`src/rtl/rxfs_pkg.sv`:
```
package rxfs_pkg;

    localparam int BUS_BYTES  = 16;
    localparam int BUS_W      = BUS_BYTES * 8;
    localparam int EMPTY_W    = $clog2(BUS_BYTES);
    localparam int LEN_W      = 16;
    localparam int HDR_BEATS  = 2;
    localparam int HDR_W      = BUS_W * HDR_BEATS;
    localparam int FCS_BYTES  = 4;
    localparam int BASE_HDR   = 14;
    localparam int TAG_BYTES  = 4;

    localparam logic [15:0] TPID_C   = 16'h8100;
    localparam logic [15:0] TPID_S   = 16'h88A8;
    localparam logic [15:0] TYPE_MAC = 16'h8808;
    localparam logic [15:0] OP_PAUSE = 16'h0001;
    localparam logic [15:0] OP_PFC   = 16'h0101;

    typedef struct packed {
        logic              pfc;
        logic              ucast;
        logic              mcast;
        logic              bcast;
        logic              pause;
        logic              ctrl;
        logic              vlan;
        logic              svlan;
        logic [LEN_W-1:0]  frame_len;
        logic [LEN_W-1:0]  payload_len;
    } status_t;

    typedef struct packed {
        logic       bcast;
        logic       mcast;
        logic       ucast;
        logic       ctrl;
        logic       pause;
        logic       pfc;
        logic       vlan;
        logic       svlan;
        logic [1:0] tags;
    } class_t;

    function automatic logic [15:0] hdr_half(input logic [HDR_W-1:0] h, input int idx);
        return h[HDR_W-1-8*idx -: 16];
    endfunction

    function automatic logic [BUS_W-1:0] mask_tail(input logic [BUS_W-1:0] d,
                                                   input logic [EMPTY_W-1:0] empty);
        logic [BUS_W-1:0] r;
        r = d;
        for (int i = 0; i < BUS_BYTES; i++) begin
            if (i < int'(empty)) r[8*i +: 8] = 8'h00;
        end
        return r;
    endfunction

    function automatic class_t classify(input logic [HDR_W-1:0] h);
        class_t      c;
        logic [47:0] da;
        logic [15:0] t12;
        logic [15:0] t16;
        logic [15:0] ety;
        logic [15:0] op;
        int          eo;
        c       = '0;
        da      = h[HDR_W-1 -: 48];
        c.bcast = &da;
        c.mcast = da[40] & ~c.bcast;
        c.ucast = ~da[40];
        t12     = hdr_half(h, 12);
        t16     = hdr_half(h, 16);
        c.vlan  = (t12 == TPID_C);
        c.svlan = ((t12 == TPID_S) || (t12 == TPID_C)) && (t16 == TPID_C);
        c.tags  = c.svlan ? 2'd2 : (c.vlan ? 2'd1 : 2'd0);
        eo      = 12 + TAG_BYTES * int'(c.tags);
        ety     = hdr_half(h, eo);
        op      = hdr_half(h, eo + 2);
        c.ctrl  = (ety == TYPE_MAC);
        c.pause = c.ctrl && (op == OP_PAUSE);
        c.pfc   = c.ctrl && (op == OP_PFC);
        return c;
    endfunction

endpackage

```
`src/rtl/rxfs_hdr_capture.sv`:
```
module rxfs_hdr_capture
    import rxfs_pkg::*;
#(
    parameter int BEATS = HDR_BEATS
) (
    input  logic                    clk,
    input  logic                    rst,
    input  logic                    fire,
    input  logic                    sop,
    input  logic                    eop,
    input  logic [EMPTY_W-1:0]      empty,
    input  logic [BUS_W-1:0]        data,
    output logic [BUS_W*BEATS-1:0]  hdr_view
);
    localparam int IDX_W = $clog2(BEATS + 1);

    logic [IDX_W-1:0] beat_idx;
    logic [IDX_W-1:0] idx_now;
    logic [BUS_W-1:0] cur;
    logic [BUS_W-1:0] slot_q    [BEATS];
    logic [BUS_W-1:0] slot_view [BEATS];

    assign idx_now = sop ? '0 : beat_idx;
    assign cur     = eop ? mask_tail(data, empty) : data;

    for (genvar b = 0; b < BEATS; b++) begin : g_slot
        always_comb begin
            if (fire && (idx_now == IDX_W'(b)))
                slot_view[b] = cur;
            else if (fire && sop)
                slot_view[b] = '0;
            else
                slot_view[b] = slot_q[b];
        end

        always_ff @(posedge clk) begin
            if (rst)
                slot_q[b] <= '0;
            else if (fire)
                slot_q[b] <= slot_view[b];
        end

        assign hdr_view[BUS_W*(BEATS-b)-1 -: BUS_W] = slot_view[b];
    end

    always_ff @(posedge clk) begin
        if (rst)
            beat_idx <= '0;
        else if (fire)
            beat_idx <= (idx_now < IDX_W'(BEATS)) ? idx_now + 1'b1 : idx_now;
    end

endmodule

```
`src/rtl/rxfs_len_count.sv`:
```
module rxfs_len_count
    import rxfs_pkg::*;
#(
    parameter int CW = LEN_W
) (
    input  logic               clk,
    input  logic               rst,
    input  logic               fire,
    input  logic               sop,
    input  logic               eop,
    input  logic [EMPTY_W-1:0] empty,
    output logic [CW-1:0]      total
);
    logic [CW-1:0] acc_q;
    logic [CW-1:0] base;
    logic [CW-1:0] beat_bytes;
    logic [CW:0]   sum;

    assign base       = sop ? '0 : acc_q;
    assign beat_bytes = CW'(BUS_BYTES) - (eop ? CW'(empty) : '0);
    assign sum        = {1'b0, base} + {1'b0, beat_bytes};
    assign total      = sum[CW] ? '1 : sum[CW-1:0];

    always_ff @(posedge clk) begin
        if (rst)
            acc_q <= '0;
        else if (fire)
            acc_q <= total;
    end

endmodule

```
`src/rtl/rx_frame_status.sv`:
```
module rx_frame_status
    import rxfs_pkg::*;
(
    input  logic               clk,
    input  logic               rst,
    input  logic               fcs_passthru,
    input  logic               rx_valid,
    input  logic               rx_sop,
    input  logic               rx_eop,
    input  logic [EMPTY_W-1:0] rx_empty,
    input  logic [BUS_W-1:0]   rx_data,
    output logic               stat_valid,
    output logic [39:0]        stat_word
);
    logic [HDR_W-1:0] hdr_view;
    logic [LEN_W-1:0] seen_bytes;
    logic [LEN_W:0]   len_sum;
    logic [LEN_W-1:0] frame_len;
    logic [LEN_W-1:0] overhead;
    logic [LEN_W-1:0] payload_len;
    class_t           cls;
    status_t          stat_d;
    status_t          stat_q;
    logic             done;

    assign done = rx_valid & rx_eop;

    rxfs_hdr_capture #(.BEATS(HDR_BEATS)) u_hdr (
        .clk      (clk),
        .rst      (rst),
        .fire     (rx_valid),
        .sop      (rx_sop),
        .eop      (rx_eop),
        .empty    (rx_empty),
        .data     (rx_data),
        .hdr_view (hdr_view)
    );

    rxfs_len_count #(.CW(LEN_W)) u_len (
        .clk   (clk),
        .rst   (rst),
        .fire  (rx_valid),
        .sop   (rx_sop),
        .eop   (rx_eop),
        .empty (rx_empty),
        .total (seen_bytes)
    );

    always_comb begin
        cls         = classify(hdr_view);
        len_sum     = {1'b0, seen_bytes} + (fcs_passthru ? '0 : (LEN_W+1)'(FCS_BYTES));
        frame_len   = len_sum[LEN_W] ? '1 : len_sum[LEN_W-1:0];
        overhead    = LEN_W'(BASE_HDR + FCS_BYTES + TAG_BYTES * int'(cls.tags));
        payload_len = (frame_len > overhead) ? frame_len - overhead : '0;

        stat_d.pfc         = cls.pfc;
        stat_d.ucast       = cls.ucast;
        stat_d.mcast       = cls.mcast;
        stat_d.bcast       = cls.bcast;
        stat_d.pause       = cls.pause;
        stat_d.ctrl        = cls.ctrl;
        stat_d.vlan        = cls.vlan;
        stat_d.svlan       = cls.svlan;
        stat_d.frame_len   = frame_len;
        stat_d.payload_len = payload_len;
    end

    always_ff @(posedge clk) begin
        if (rst) begin
            stat_q     <= '0;
            stat_valid <= 1'b0;
        end else begin
            stat_valid <= done;
            if (done) stat_q <= stat_d;
        end
    end

    assign stat_word = stat_q;

endmodule

```
`config.mk`:
```
export PLATFORM = sky130hd
export DESIGN_NAME = rx_frame_status
export DESIGN_NICKNAME = d
export VERILOG_FILES = /design/src/rtl/rxfs_pkg.sv /design/src/rtl/rxfs_hdr_capture.sv /design/src/rtl/rxfs_len_count.sv /design/src/rtl/rx_frame_status.sv
export SDC_FILE = /design/constraint.sdc
export NUM_CORES = 1
export LEC_CHECK = 0
export ABC_AREA = 1
export ABC_CLOCK_PERIOD_IN_PS = 6100
export BUFFER_PORTS_ARGS = -buffer_cell sky130_fd_sc_hd__buf_2
export CORE_MARGIN = 3
export CORE_UTILIZATION = 40
export DETAILED_ROUTE_END_ITERATION = 8
export PLACE_DENSITY_LB_ADDON = 0.2
export SETUP_SLACK_MARGIN = 0.4
export SLEW_MARGIN = 40
export SYNTH_ARGS = -nofsm -noshare
export SYNTH_HDL_FRONTEND = slang
export SYNTH_SLANG_ARGS = --single-unit
```
`constraint.sdc`:
```
create_clock -name clk -period 6.1 [get_ports clk]
set_clock_uncertainty 0.05 [all_clocks]
set_input_delay 0.305 -clock clk [delete_from_list [all_inputs] [get_ports clk]]
set_output_delay 0.305 -clock clk [all_outputs]
set_load 0.01 [all_outputs]
```
* Yosys cells after proc, flatten, opt, wreduce, memory -nomap -nowiden *
Memory sizes are Yosys's and may differ from the RTL's.
Index checks and enable logic that the tools add are counted.

word-level totals
  flip-flop bits (word level) = 59
  memory bits (writable) = 256
  input bits = 138
  word-level logic and storage cells = 102
  memories kept = 1

memories
  name          words  width  read ports  clocked after Yosys merged registers in  write ports  RTL line                RTL
  u_hdr.slot_q  2      128    2           0                                        2            rxfs_hdr_capture.sv:20  logic [BUS_W-1:0] slot_q [BEATS];

cells by class
  add/sub/neg operators = 10
  $lt $le $gt $ge = 17
  equal/unequal tests = 7
  shift operators = 2
  muxes and demuxes = 37
  bitwise operators = 6
  reduce and logical (&&, ||, !) cells = 9

operators with widths
  kind                                               count
  2-to-1 mux 128 bit                                 6
  variable part select 271 x 10 -> 16 bit            1
  variable part select 271 x 9 -> 16 bit             1
  2-to-1 mux 120 bit                                 1
  2-to-1 mux 8 bit                                   15
  == test 16 bit, second input constant              4
  2-to-1 mux 16 bit                                  4
  AND reduction 48 bit                               1
  < comparator 4 bit, first input constant           7
  adder 16 x 16 -> 17 bit                            1
  adder 16 x 3 -> 17 bit                             1
  == test 16 x 1 -> 1 bit, second input constant     1
  == test 16 x 9 -> 1 bit, second input constant     1
  greater-than comparator 16 x 6 -> 1 bit            1
  < comparator 3 x 4 -> 1 bit, first input constant  4
  subtractor 16 x 6 -> 16 bit                        1
  subtractor 5 x 16 -> 16 bit, first input constant  1
  subtractor 8 x 9 -> 10 bit, first input constant   1
  subtractor 8 x 8 -> 9 bit, first input constant    1
  < comparator 1 x 4 -> 1 bit, first input constant  2
  < comparator 2 x 4 -> 1 bit, first input constant  2
  adder 5 x 2 -> 6 bit, second input constant        1
  adder 5 x 4 -> 6 bit, first input constant         1
  logical AND 1 bit                                  6
  13 further kinds                                   23

* Logic depth before layout (Yosys ltp) *
Gate-level depths: netlist (run 1).

  word-level depth = 14
  depth in mapped cells = 36

* Modules after synthesis *
A second synthesis (run 1) with hierarchy kept.

second synthesis, totals
  cells, all modules = 2472
  area total of the unflattened synthesis = 18539.0 um^2

by module, submodules not included
  module            instances  cells an instance  area each (um^2)
  rxfs_hdr_capture  1          1669               13890.8
  rx_frame_status   1          551                3173.0
  rxfs_len_count    1          252                1475.2

* Worst setup path before layout (run 1) *
OpenSTA, ideal clock, no wires.

  kind = input port to flip-flop
  start point = input port rx_valid
  end point = memory u_hdr.slot_q[0][0] (netlist name), enable pin
  setup time = 0.576 ns
  arrival = 4.808 ns
  setup slack = 0.665 ns
  stages = 3
  path buffers = 1
  cell sequence = inv_1 > nand2_1 > clkbuf_1

RTL lines
  element      RTL line                RTL
  from (decl)  rx_frame_status.sv:7    input logic rx_valid,
  to (decl)    rxfs_hdr_capture.sv:20

* Final worst setup path (run 1) *
  start point = input port rx_eop
  end point = register stat_q, in the netlist stat_word[11]

RTL lines
  element                                                                                 RTL line               RTL
  from (decl)                                                                             rx_frame_status.sv:9   input logic rx_eop,
  2-to-1 mux 4 bit (*)                                                                    rxfs_len_count.sv:20   assign beat_bytes = CW'(BUS_BYTES) - (eop ? CW'(empty) : '0);
  subtractor 5 x 16 -> 16 bit (*)                                                         rxfs_len_count.sv:20
  adder 16 x 16 -> 17 bit (*)                                                             rxfs_len_count.sv:21   assign sum = {1'b0, base} + {1'b0, beat_bytes};
  2-to-1 mux 16 bit (*)                                                                   rxfs_len_count.sv:22   assign total = sum[CW] ? '1 : sum[CW-1:0];
  via seen_bytes[2]                                                                       rx_frame_status.sv:16  logic [LEN_W-1:0] seen_bytes;
  adder 16 x 3 -> 17 bit (*)                                                              rx_frame_status.sv:51  len_sum = {1'b0, seen_bytes} + (fcs_passthru ? '0 : (LEN_W+1)'(FCS_BYTES));
  2-to-1 mux 16 bit (*)                                                                   rx_frame_status.sv:52  frame_len = len_sum[LEN_W] ? '1 : len_sum[LEN_W-1:0];
  via frame_len[2]                                                                        rx_frame_status.sv:18  logic [LEN_W-1:0] frame_len;
  subtractor 16 x 6 -> 16 bit or greater-than comparator 16 x 6 -> 1 bit (tied branches)  rx_frame_status.sv:54  payload_len = (frame_len > overhead) ? frame_len - overhead : '0;
  2-to-1 mux 16 bit (*)                                                                   rx_frame_status.sv:54
  to (signal assigned)                                                                    rx_frame_status.sv:74  if (done) stat_q <= stat_d;
  to (decl)                                                                               rx_frame_status.sv:23  status_t stat_q;

The timed path passes the listed nets; every way through them passes the cells marked *.
A chain may end at the register's enable or synchronous reset.

==> run summary, run 1 <==
Period Utilization, post-route: 0.833
Cell taking the most area after synthesis: edfxtp_1
Fin area: 14700 um^2
Cell with the most instances after synthesis: nand2_1
Place WS: 0.379 ns
Critical path's most frequent cell: nand2_1
Critical Path AT: 5.49 ns
CTS root buf: clkbuf_16
Num CTS Buffers: 25
Clock slew at reported path FFs: 0.06 ns
Peak supply drop: 0.206 mV
Reg-to-Reg End: stat_word[11]
Total Wirelength: 36200 um
Startpoint Class: input port
PortBufs: 154
Met2 WL: 16400 um
CP max FO: 10
Post-synthesis cell type count: 49
Total global routing overflow: 0
WP buf/inv: 5
DR pass1 iterations: 5
Critical R2R Launch: u_len.acc_q[3]
Ys flop type: edfxtp_1
DIE WIDTH: 185 um
Postcts setup bufs: 0
Die height: 185 um
CTS max path bufs: 3
#FFs+latches synth: 211
Hold buffer count at CTS: 0
Unrepaired setup endpoints after global routing: false
Area Growth Syn to Fin: 14.3%
Drt via density: 5.18
Skew-Pair Late Insertion Delay: 0.52 ns
Critical path's top delay family: simple AND/OR/NAND/NOR gates
Minimum hold slack: 0.0916 ns
Die area: 34300 um^2
Post-CTS sizing: 0
Status: completed
WS Path Type: input port to flop
Max Fclk: 197 MHz
Slew HR: 0.465
Vias in the first global route: 11000
Drt wl/cell: 16.1 um
Hold Fails Final Rpt: 0
Final Non-Filler Cells: 2242
Fin. max-slew vios: 0
Final total power: 3.92 mW
Placement Cell Area: 13800 um^2
Critical path's largest stage delay: 0.50 ns
CTS sink count: 211
CTS tree: built
WL met3: 2100 um
Setup violators final: 0
M1 WL: 16600 um
Vias: 11600
Hold Path Sink: u_hdr.slot_q[0][4]
R2r setup slk: 1.57 ns
# rows: 64
Gr usage total: 0.206
Io pins: 179
Register area share after synthesis: 0.447
Htree depth: 1
Pwr dens: 267 nW/um^2
Hold Path Class: input port to flop
EDFF count, synth: 152
LEAKAGE: 6.74 nW
Post-synth ARST share: 0
CP Data Required Time: 6.51 ns
Global-route wire length before repair: 57400 um
Initial Util: 0.413
Syn. warnings: 0
Share of layout cells above drive strength 1: 0.158
Worst Setup End Kind: flop
Commonest cells post-synth: nand2_1, nor2_1, inv_1
Slew @ Worst Pin: 0.803 ns
Pin count of the biggest net entering global routing: 134
Initial antenna violation count: 3
Diode count: 0
Cell Area, Synth: 12800 um^2
Hold depth: 3
Top cell type's share of synthesized area: 0.355
Antenna viol nets, final: 0
Final HPWL DP: 25100 um
CP max-delay cell: nor2_2
Setup slack after layout: 1.02 ns
Syn_area_per_cell: 7.41 um^2
Core ar.: 31100 um^2
Core Util, Final: 0.471
Cells after synthesis: 1733
Routability cong.: 0.835
Min Tclk post-route: 5.08 ns
Uppermost layer routed: met5
Worst Reg-to-Reg Cells: 28
Net Count, Synth: 1883
Placed cell count: 2197
Layout Nets: 1979
Setup TNS: 0 ns
Worst hold start: rx_data[4]
Main area contributors after synthesis: edfxtp_1, nand2_1, nor2_1
DRC: 0
DR iter-0 viols: 831
Max Cap Violations: 0
worst reg2reg max path: cells and delay by family, from the launching register on:
family	cells	cell delay (ns)
and+or+nand+nor	15	1.92
adders and majority gates	4	1.25
AOI/OAI and AO/OA	3	0.49
DFF	1	0.30
buffers and inverters	5	0.30
xor gates and xnor gates	1	0.17
metal layers:
| layer | GRT usage | vias up |
|---|---|---|
| met5 | 0 | - |
| met4 | 0.0591 | 6 |
| met3 | 0.0314 | 60 |
| met2 | 0.334 | 317 |
| met1 | 0.287 | 5352 |
| li1 | - | 5878 |
layout by cell type, fill, tap and decap left out, drive strengths merged, types with 3 or more instances in the layout:
| cell type | netlist | final |
|---|---|---|
| a21boi | 14 | 14 |
| a21oi | 32 | 32 |
| a31oi | 74 | 74 |
| buf | 59 | 167 |
| bufinv | 0 | 4 |
| clkbuf | 39 | 35 |
| clkinv | 1 | 5 |
| dfxtp | 59 | 59 |
| edfxtp | 152 | 152 |
| ha | 10 | 10 |
| inv | 210 | 210 |
| nand2 | 413 | 413 |
| nand3 | 115 | 115 |
| nand3b | 10 | 10 |
| nand4 | 28 | 28 |
| nor2 | 348 | 348 |
| nor3 | 28 | 28 |
| nor4 | 10 | 10 |
| o211ai | 8 | 8 |
| o21a | 8 | 8 |
| o21ai | 82 | 82 |
| o22ai | 11 | 11 |
| or2 | 4 | 4 |
| xnor2 | 3 | 3 |
| xor2 | 8 | 8 |
state kept, by name, summed over array words and instances (netlist names):
signal,count
u_hdr.beat_idx,2
u_len.acc_q,16
u_hdr.slot_q,152
stat_word,40
stat_valid,1
cell families after synthesis:
| family | share of synthesized area |
|---|---|
| simple gates | 0.326 |
| buf+inv | 0.0976 |
| fa+ha+maj | 0.0129 |
| xor+xnor | 0.00750 |
| flops | 0.447 |
| compound gates | 0.109 |
layout make-up:
cell class,count,area (um^2)
tap,396,495
fill,3187,16500
clock inverter,9,148
multi-input combinational,1213,5890
timing repair buffer,167,905
sequential,211,5750
inverter,211,797
clock buffer,35,704
how the worst max path moves through the flow:
stage / start / to / slack, ns / cells past startpoint
global route: rx_eop / stat_word[11] / 0.63 / 31
global placement: rx_eop / stat_word[13] / 0.52 / 32
finish: rx_eop / stat_word[11] / 1.02 / 31
detailed placement: rx_eop / stat_word[11] / 0.38 / 31
floorplan: rx_valid / u_hdr.slot_q[0][0] / 0.67 / 3
CTS: rx_empty[2] / stat_word[11] / 0.86 / 31
report_power, final:
part	internal [mW]	switching (mW)	leakage (nW)
sequential	1.63	0.0294	2.17
combinational	0.224	0.463	4.16
clock	0.970	0.602	0.409
total	2.83	1.09	6.74
Note: power is estimated with default switching activity, not from simulation.
==> run 2: changes to the inputs <==
--- a/config.mk
+++ b/config.mk
@@ -6,7 +6,7 @@
 export NUM_CORES = 1
 export LEC_CHECK = 0
 export ABC_AREA = 1
-export ABC_CLOCK_PERIOD_IN_PS = 6100
+export ABC_CLOCK_PERIOD_IN_PS = 4450
 export BUFFER_PORTS_ARGS = -buffer_cell sky130_fd_sc_hd__buf_2
 export CORE_MARGIN = 3
 export CORE_UTILIZATION = 40
==> constraint.sdc (replaced) <==
create_clock -name clk -period 4.45 [get_ports clk]
set_clock_uncertainty 0.05 [all_clocks]
set_input_delay 0.2225 -clock clk [delete_from_list [all_inputs] [get_ports clk]]
set_output_delay 0.2225 -clock clk [all_outputs]
set_load 0.01 [all_outputs]
==> run 2 against run 1 <==
Effect of this change: cell count grew 2.4%; die area is the same; highest routed layer unchanged; sequential power grew 37%; register-to-register slack lost 0.92 ns; critical endpoint is now stat_word[15]; utilization grew 2.3 points; via count grew 2.0%; combinational power grew 57%; clock power grew 29%; worst setup slack lost 0.37 ns; routed wire length grew 0.92%; flip-flop and latch count is the same; worst hold slack lost 0.057 ns.
==> run summary, run 2 (same netlist as run 1, synthesis figures left out) <==
# rows: 64
Worst hold start: rx_data[5]
Total global routing overflow: 0
Worst Setup End Kind: flop
Area Growth Syn to Fin: 19.9%
DR pass1 iterations: 5
Drt via density: 5.16
GR Layer Usage met1: 0.285
Core Util, Final: 0.495
PortBufs: 154
Critical path's largest stage delay: 0.39 ns
Share of layout cells above drive strength 1: 0.197
CTS sink count: 211
Critical R2R Launch: u_len.acc_q[0]
Setup violators final: 0
Critical path's most frequent cell: nand2_2
Layout Nets: 2031
Skew-Pair Late Insertion Delay: 0.54 ns
Die area: 34300 um^2
Peak supply drop: 0.270 mV
Min Tclk post-route: 3.80 ns
Max Fclk: 263 MHz
CTS tree: built
Global Route met3 Usage: 0.0353
Max reg flops: 152
Slew @ Worst Pin: 0.809 ns
Critical Path AT: 4.21 ns
DRC: 0
Initial Util: 0.413
Clock slew at reported path FFs: 0.06 ns
Vias in the first global route: 11300
R2r setup slk: 0.65 ns
Most frequent cells in the layout: nand2_1, nor2_1, inv_1, buf_2, edfxtp_1
Diode count: 0
DR iter-0 viols: 944
Global-route wire length before repair: 58000 um
Fin. max-slew vios: 0
Period Utilization, post-route: 0.854
Pwr dens: 350 nW/um^2
CTS root buf: clkbuf_16
Io pins: 179
LEAKAGE: 7.06 nW
Critical path's top delay family: simple AND/OR/NAND/NOR gates
Slew HR: 0.455
Register bank with the most flops: u_hdr.slot_q
Total Wirelength: 36500 um
Gr usage total: 0.208
Placement Cell Area: 14300 um^2
Initial antenna violation count: 5
Startpoint Class: flop
Placed cell count: 2234
Vias: 11800
CP max FO: 6
Hold Fails Final Rpt: 0
Max Cap Violations: 0
Final HPWL DP: 25500 um
Routability cong.: 0.895
Htree depth: 1
CP Data Required Time: 4.86 ns
Area of the multi-input gates: 6140 um^2
Pin count of the biggest net entering global routing: 154
Core ar.: 31100 um^2
Antenna viol nets, final: 0
Die height: 185 um
Fin area: 15400 um^2
Commonest non-fill, non-tap cell in the layout: nand2_1
CP max-delay cell: fa_2
Sequential Area: 5750 um^2
Drt wl/cell: 15.9 um
Busiest grt layer: met2
Fill cell count: 3085
WS Path Type: flop to flop
Status: completed
Critical Path Start: u_len.acc_q[0]
Met2 Use GR: 0.337
Final Non-Filler Cells: 2295
DIE WIDTH: 185 um
Num CTS Buffers: 25
CTS max path bufs: 3
WP buf/inv: 5
Hold Path Class: input port to flop
Unrepaired setup endpoints after global routing: false
run 2: changes by cell type in the layout (fill, tap and decap cells not counted), sizes merged:
cell / previous run / this run
bufinv: 4 / 2
clkinv: 5 / 10
buf: 167 / 211
clkbuf: 35 / 36
dlygate4sd3: 0 / 5
run 2: through the flow:
step	setup slack, ns	hold slack, ns	TNS, ns	power, mW
global placement	0.0832	0.403	0	3.31
finish	0.649	0.0344	0	5.39
floorplan	0.128	0.335	0	3.01
CTS	0.406	0.0149	0	5.37
detailed placement	-0.0374	0.404	-0.0894	3.32
global route	0.374	0.0370	0	5.66
run 2: per-layer routing:
metal  part of all wire  routed length, um  vias up
met2               0.46              16800      306
met4              0.032               1160       10
met1               0.45              16500     5469
met5             0.0016                 57        -
met3              0.057               2070       72
li1                   -                  -     5988
run 2: layout make-up:
type	count	share of cell area
clock buffers	33	0.0446
clock inverters	12	0.00796
inverters	211	0.0520
multi-input cells	1213	0.399
flip-flops and latches	211	0.373
well taps	396	0.0322
repair buffers	219	0.0918
run 2: final timing paths:
check                  endpoint  cells past startpoint
min reg2reg        stat_word[0]                      2
max reg2reg       stat_word[15]                     29
max               stat_word[15]                     29
min          u_hdr.slot_q[0][5]                      3
run 2: power by group:
part	switching (mW)	internal, mW
Combinational	0.682	0.398
Sequential	0.0408	2.24
Clock	0.828	1.20
run 2: timing repair:
item / CTS / global route
hold endpoints to repair: 5 / 0
setup buffers: 0 / 8
hold buffers: 5 / 0
endpoints found under the setup margin: 0 / 16
gates resized for setup: 0 / 37
run 2: worst reg2reg max path: cells and delay by family (launching register included):
family / cells / cell delay (ns)
compound gates: 2 / 0.25
fa+ha+maj: 4 / 1.07
buf+inv: 5 / 0.32
flops: 1 / 0.31
simple gates: 18 / 1.74
==> run 3: changes to the inputs <==
--- a/config.mk
+++ b/config.mk
@@ -6,7 +6,7 @@
 export NUM_CORES = 1
 export LEC_CHECK = 0
 export ABC_AREA = 1
-export ABC_CLOCK_PERIOD_IN_PS = 4450
+export ABC_CLOCK_PERIOD_IN_PS = 3600
 export BUFFER_PORTS_ARGS = -buffer_cell sky130_fd_sc_hd__buf_2
 export CORE_MARGIN = 3
 export CORE_UTILIZATION = 40
==> constraint.sdc (replaced) <==
create_clock -name clk -period 3.6 [get_ports clk]
set_clock_uncertainty 0.05 [all_clocks]
set_input_delay 0.18 -clock clk [delete_from_list [all_inputs] [get_ports clk]]
set_output_delay 0.18 -clock clk [all_outputs]
set_load 0.01 [all_outputs]
==> run 3 against run 2 <==
Effect of this change: the run now ends with setup timing left; first-iteration DRC count increased by 9.7%; utilization up 6.1 points; maximum frequency grew 2.9%; worst setup slack worse by 0.74 ns; non-clock buffer count increased by 186; power grew 28%; critical path type unchanged; highest routed layer is now met4.
==> run summary, run 3 (same netlist as run 1, synthesis figures left out) <==
Setup violators final: 12
Min Tclk post-route: 3.69 ns
Register bank with the most flops: u_hdr.slot_q
CP Data Required Time: 4.01 ns
CP max-delay cell: fa_2
PortBufs: 154
DRC: 0
Core ar.: 31100 um^2
Max Fclk: 271 MHz
Share of layout cells above drive strength 1: 0.301
Skew-Pair Late Insertion Delay: 0.52 ns
CP max FO: 6
WP buf/inv: 4
Failing checks: setup timing
Setup slack after layout: -0.0920 ns
Max Cap Violations: 0
Commonest non-fill, non-tap cell in the layout: nand2_1
Total global routing overflow: 0
# rows: 64
Htree depth: 1
Startpoint Class: flop
Hold Path Class: input port to flop
LEAKAGE: 8.10 nW
Diode count: 0
Status: complete, but fails checks
Max reg flops: 152
CTS sink count: 211
Layout Nets: 2218
Pin count of the biggest net entering global routing: 72
Worst Reg-to-Reg Cells: 30
Routability cong.: 0.932
Slew @ Worst Pin: 0.778 ns
Die area: 34300 um^2
Global-route wire length before repair: 62300 um
M1 WL: 18200 um
Critical path's most frequent cell: nand2_2
Area Growth Syn to Fin: 34.6%
Drt via density: 5.12
Critical path's top delay family: simple AND/OR/NAND/NOR gates
Io pins: 179
WS Path Type: flop to flop
Hold Fails Final Rpt: 0
Slew HR: 0.481
Initial Util: 0.413
DR iter-0 viols: 1036
Total Wirelength: 40300 um
Vias in the first global route: 12200
Num CTS Buffers: 25
CTS max path bufs: 3
Uppermost layer routed: met4
Antenna viol nets, final: 0
Clock slew at reported path FFs: 0.06 ns
Initial antenna violation count: 0
DR pass1 iterations: 6
CP Depth: 30
Peak supply drop: 0.401 mV
Pwr dens: 399 nW/um^2
Hold depth: 3
Drt wl/cell: 16.2 um
Met2 WL: 19000 um
Place WS: -0.675 ns
Critical path's largest stage delay: 0.41 ns
CTS root buf: clkbuf_16
Worst Setup End Kind: flop
DIE WIDTH: 185 um
Period Utilization, post-route: 1.03
Critical Path AT: 4.10 ns
Unrepaired setup endpoints after global routing: true
Most frequent cells in the layout: nand2_1, nor2_1, buf_4, inv_1, buf_2
Final HPWL DP: 28200 um
Vias: 12700
WL met3: 2570 um
Gr usage total: 0.224
Setup TNS: -0.469 ns
CTS tree: built
Die height: 185 um
Fin. max-slew vios: 0
run 3: cell count changes in the layout (fill, tap and decap cells not counted), moves of 10 or more:
cell / delta
o21ai_0: -11
buf_6: +11
nand3_1: -10
nand2_2: +13
buf_4: +163
nand3_2: +10
nand2_1: -19
nor2_1: -11
run 3: timing repair:
item                       4_1_cts  5_1_grt
hold endpoints to repair         8        0
setup buffers                   10       24
setup endpoints to repair       20       29
gates cloned                     1        6
resized for setup               22      140
hold buffers                     8        0
pin swaps                       18       68
run 3: worst register-to-register path: cells and delay by family, from the launching register on:
kind                       cells  cell delay, ns
DFF                            1            0.33
AOI/OAI and AO/OA              1            0.10
buffers and inverters          4            0.17
and+or+nand+nor               21            1.87
adders and majority gates      4            1.10
run 3: report_power, final:
group	internal [mW]	switching, mW	total [mW]
sequential	2.77	0.0497	2.82
combinational	0.729	0.975	1.70
clock	1.39	0.988	2.38
total	4.89	2.01	6.90
run 3: stage by stage:
stage          power [mW]   util  instance area [um^2]  std cells  hold slack, ns
2_1_floorplan        3.72      -                 13000       1733           0.293
3_3_place_gp         4.27  0.496                 15400       2388           0.404
3_5_place_dp         4.29  0.496                 15400       2388           0.406
4_1_cts              6.74  0.529                 16500       2451         0.00230
5_1_grt              7.22  0.555                 17300       2481          0.0171
6_report             6.90  0.555                 17300       2481          0.0105
run 3: layout make-up:
cell class / count / area, um^2
fill: 2924 / 13800
sequential: 211 / 5750
tap: 396 / 495
multi-input combinational: 1214 / 6520
timing repair buffer: 405 / 2970
clock buffer: 32 / 676
inverter: 211 / 801
clock inverter: 12 / 90.1
run 3: path summary, 6_finish.rpt:
path / from / end / slack [ns]
max: u_len.acc_q[0] / stat_word[13] / -0.09
min: rx_data[84] / u_hdr.slot_q[1][84] / 0.01
max reg2reg: u_len.acc_q[0] / stat_word[13] / -0.09
min reg2reg: stat_word[16] / stat_word[16] / 0.41
run 3: routing by layer:
metal,global-route usage,vias up
li1,-,6357
met1,0.315,5972
met2,0.373,347
met3,0.0302,37
met4,0.0429,0
met5,0,-
